==> src/rtl/cmdlink_loader.sv <==
module cmdlink_loader #(
  parameter int W = 32,
  parameter logic [W-1:0] SEL_MASK = 32'hE018_5FFC,
  parameter int CLR_BIT = 0,
  parameter int LINK_LO_BIT = 30,
  parameter int LINK_HI_BIT = 31,
  localparam int IW = $clog2(W)
) (
  input  logic          clk,
  input  logic          rst_n,
  input  logic          in_valid,
  output logic          in_ready,
  input  logic [W-1:0]  in_data,
  output logic          busy,
  output logic          wr_en,
  output logic [IW-1:0] wr_idx,
  output logic [W-1:0]  wr_data,
  output logic          clr,
  output logic          enable,
  output logic [2*W-1:0] link_addr,
  output logic          link_en
);

  logic [W-1:0]  pend_q;
  logic [IW-1:0] nxt;
  logic [W-1:0]  lnk_lo_q, lnk_hi_q;

  always_comb begin
    nxt = '0;
    for (int i = W - 1; i >= 0; i--)
      if (pend_q[i]) nxt = IW'(i);
  end

  assign in_ready  = busy ? (pend_q != '0) : 1'b1;
  assign link_en   = lnk_lo_q[0];
  assign link_addr = {lnk_hi_q, lnk_lo_q[W-1:1], 1'b0};

  always_ff @(posedge clk or negedge rst_n) begin
    if (!rst_n) begin
      busy     <= 1'b0;
      pend_q   <= '0;
      wr_en    <= 1'b0;
      wr_idx   <= '0;
      wr_data  <= '0;
      clr      <= 1'b0;
      enable   <= 1'b0;
      lnk_lo_q <= '0;
      lnk_hi_q <= '0;
    end else begin
      wr_en  <= 1'b0;
      clr    <= 1'b0;
      enable <= 1'b0;
      if (!busy) begin
        if (in_valid) begin
          busy   <= 1'b1;
          pend_q <= in_data & SEL_MASK;
          clr    <= in_data[CLR_BIT];
          if (in_data[CLR_BIT]) begin
            lnk_lo_q <= '0;
            lnk_hi_q <= '0;
          end
        end
      end else if (pend_q == '0) begin
        busy   <= 1'b0;
        enable <= 1'b1;
      end else if (in_valid) begin
        wr_en   <= 1'b1;
        wr_idx  <= nxt;
        wr_data <= in_data;
        pend_q  <= pend_q & (pend_q - 1'b1);
        if (nxt == IW'(LINK_LO_BIT)) lnk_lo_q <= in_data;
        if (nxt == IW'(LINK_HI_BIT)) lnk_hi_q <= in_data;
      end
    end
  end

endmodule

==> config.mk <==
export PLATFORM = sky130hd
export DESIGN_NAME = cmdlink_loader
export DESIGN_NICKNAME = d
export VERILOG_FILES = /design/src/rtl/cmdlink_loader.sv
export SDC_FILE = /design/constraint.sdc
export NUM_CORES = 1
export LEC_CHECK = 0
export BUFFER_PORTS_ARGS = -buffer_cell sky130_fd_sc_hd__buf_2
export CORE_ASPECT_RATIO = 0.5
export CORE_UTILIZATION = 45
export CTS_CLUSTER_DIAMETER = 200
export DETAILED_ROUTE_END_ITERATION = 8
export MAX_ROUTING_LAYER = met4
export PLACE_DENSITY = 0.76
export RECOVER_POWER = 50
export SYNTH_ARGS = -nofsm -noshare
export SYNTH_HDL_FRONTEND = slang
export SYNTH_SLANG_ARGS = --single-unit
==> constraint.sdc <==
create_clock -name clk -period 3.1 [get_ports clk]
set_input_delay 0.62 -clock clk [delete_from_list [all_inputs] [get_ports clk]]
set_output_delay 0.62 -clock clk [all_outputs]
set_load 0.03 [all_outputs]
==> results.tsv <==
stage	metric	value	unit
worst_hold_path	worstHoldPathCells	3	
power	seq_power_share	33.0	%
synthesis	async_flop_share	100	%
layout	fill_cells	1151	
sta	finClkSkew	0.0109	ns
sta	max-slew-margin-rel	-1.40	%
synthesis	synth_top_area_share	55.3	%
critical_path	critPathLaunchType	register	
critical_path	crit_required	2.48	ns
synthesis	yosys_warnings	0	
global_route	antenna_found_initial	0	
floorplanning	core_area	0.0130	mm2
run_status	status	finished, violations left	
layout	layout.nets	775	
sta	fmax	339	MHz
run_status	violations	capacitance limit, slew limit	
placed_design	gp_congestion	0.952	
critical_path	cp.arrival	2.33	ns
synthesis	syn-num-nets	646	
floorplanning	start_util	47.2	%
global_route	grt_max_degree	63	
layout	post-route-util	57.0	%
power	pwr-share-clk	24.2	%
critical_path	r2r_slack	0.41	ns
layout	syn2layout_area_growth	20.8	%
power	p_sw	3.76	mW
drt	drt_pass1_iterations	5	
synthesis	ys_seq_area_share	55.3	%
floorplanning	io_pins	142	
critical_path	r2r_start	pend_q[12]	
global_route	grt_usage	24.1	%
power	pwr-share-comb	42.8	%
sta	drv_slew	63	
sta	tightest_slew	1.52	ns
synthesis	yosys-top-cells-area	dfrtp_1 (55%), nand2_1 (14%), mux2i_1 (10%)	
clocking	cts_sinks	135	
clocking	cts_tree	built	
sta	tns	0	ns
synthesis	synth_ff_type	dfrtp_1	
clocking	postCtsSetupRepairBufs	0	
drt	routed_wl	15700	um
critical_path	slowest_stage	nor4_1	
floorplanning	dieArea	0.0141	mm2
synthesis	synth_area_leader_cell	dfrtp_1	
clocking	clockBufferDepth	2	
power	power_leakage	3.89	nW
drt	drtAntennaViolNets	0	
sta	rsz0062_at_grt	no	
synthesis	yosysMostFrequentCell	nand2_1	
sta	fin_crit_sh	95.1	%
drt	vias_per_cell	5.38	
sta	period_needed	2.95	ns
placed_design	dp_hpwl	10800	um
global_route	grt_pass1_vias	5018	
critical_path	cp_slowest_stage_delay	0.57	ns
worst_hold_path	hp-class	in2reg	
clocking	cts-resized-gates	0	
critical_path	end_kind	primary output	
power	switching_share	44.6	%
clocking	cts_buffers	17	
clocking	path_clk_slew	0.06	ns
sta	setup_violations	0	
layout	n_antenna_cell	0	
drt	avgRoutedWirePerCell	17.1	um
critical_path	reg2regPathDepth	7	
worst_hold_path	hold_end	wr_data[24]	
clocking	insertion_delay	0.42	ns
job	drv_cap	1	
synthesis	synth_commonest_cells	nand2_1 (225), dfrtp_1 (135), mux2i_1 (64)	
power	internal-power	4.66	mW
clocking	hold_buffers	0	
synthesis	synth_seq_cells	135	
power	peakVddDrop	0.000480	V
placed_design	io_buffer_count	140	
floorplanning	die_h	84.4	um
synthesis	synth_edf_count	0	
critical_path	timing.rr.end	lnk_lo_q[1]	
floorplanning	die_w	167	um
critical_path	crit_chain	nor4_1 -> nand4_1 -> nor2_1 -> buf_4 -> nand2_1 -> buf_2	
floorplanning	row_count	29	
critical_path	crit_path_max_fanout	7	
power	powerDensity	1140	mW/mm2
worst_hold_path	hold_start	in_data[24]	
critical_path	crit_type	reg2out	
drt	first_iter_violations	473	
global_route	grt_pass1_wl	25600	um
synthesis	netlist_area	0.00611	mm2
synthesis	synth_area_per_cell	10.0	um2
drt	route.detailed.drc	0	
clocking	htreeDepth	4	
global_route	grt-ovfl-total	0	
clocking	root_buffer	clkbuf_16	
synthesis	synth_cell_type_count	46	
sta	hold_viol	0	
drt	vias	4970	
synthesis	synthCells	611	
layout	final_layout_size_suffix_gt1_share	19.0	%
[power by group through the flow]
stage	Sequential (mW)	Combinational (mW)	Clock [mW]
floorplan	3.73	1.65	0
global placement	2.76	3.60	0
detailed placement	2.78	3.67	0
CTS	2.77	3.69	2.06
global route	2.86	3.94	2.15
finish	2.78	3.60	2.03
[flip-flops by register name, summed over array words and instances, names as in the netlist]
register,count
wr_idx,5
clr,1
lnk_lo_q,32
pend_q,30
wr_en,1
lnk_hi_q,32
enable,1
wr_data,32
busy,1
[how the worst max path moves through the flow]
stage                          start           end  depth (start not counted)
after floorplan           pend_q[27]  lnk_lo_q[12]                          8
after global placement    pend_q[12]  lnk_lo_q[15]                          7
after detailed placement  pend_q[12]   lnk_lo_q[1]                          7
after CTS                 pend_q[19]      in_ready                          6
after global routing           rst_n  lnk_lo_q[18]                          2
final                     pend_q[19]      in_ready                          6
[layout by cell type (no fill, tap or decap), drive strengths merged, types with 9 or more instances in the layout]
master,synthesis,layout
a21boi,9,9
a21oi,11,11
a22o,15,15
buf,22,96
clkbuf,19,74
dfrtp,135,135
inv,9,11
mux2i,64,64
nand2,225,225
nor2,16,16
nor4,10,10
o21ai,21,21
[critical path, delay by kind of cell, from the launching register on]
kind	cells	cell delay, ns
and+or+nand+nor	4	1.09
buffers and inverters	2	0.39
DFF	1	0.44
[cell type report]
| type | count | area, um2 | share of cell area [%] |
|---|---|---|---|
| Sequential cell | 135 | 3380 | 45.8 |
| Multi-Input combinational cell | 426 | 2420 | 32.8 |
| Timing Repair Buffer | 151 | 737 | 9.98 |
| Clock buffer | 19 | 453 | 6.13 |
| Tap cell | 170 | 213 | 2.88 |
| Clock inverter | 13 | 148 | 2.00 |
| Inverter | 9 | 33.8 | 0.457 |
[routing by layer]
metal  GRT usage, %  up-vias  share of wire (%)  wire length, um
met5              -        -                  0                0
met4           7.07        0                1.0              163
met3           5.70       20                6.6             1040
met2           38.5      189                 48             7550
met1           30.7     2430                 44             6990
li1               -     2331                  -                -
[stage by stage]
step                      instance area [um2]  setup WS [ns]  cells  power, mW  hold slack (ns)
after floorplan                          6110          0.906    611       5.38            0.324
after global placement                   6870          0.557    891       6.36            0.450
after detailed placement                 6870          0.410    891       6.45            0.458
after CTS                                7470          0.165    923       8.52            0.202
after global routing                     7380        0.00973    923       8.94            0.410
final                                    7380          0.153    923       8.42            0.408
[cells by family (layout without fill, tap and decap cells)]
kind of cell    Yosys count  after routing  share of synthesized area, %
simple gates            279            279                          19.5
buf+inv                  50            192                          5.22
compound gates           82             82                          9.42
other cells               1              1                        0.0614
flops                   135            135                          55.3
mux                      64             64                          10.5
Power figures use the tool's default switching activity.
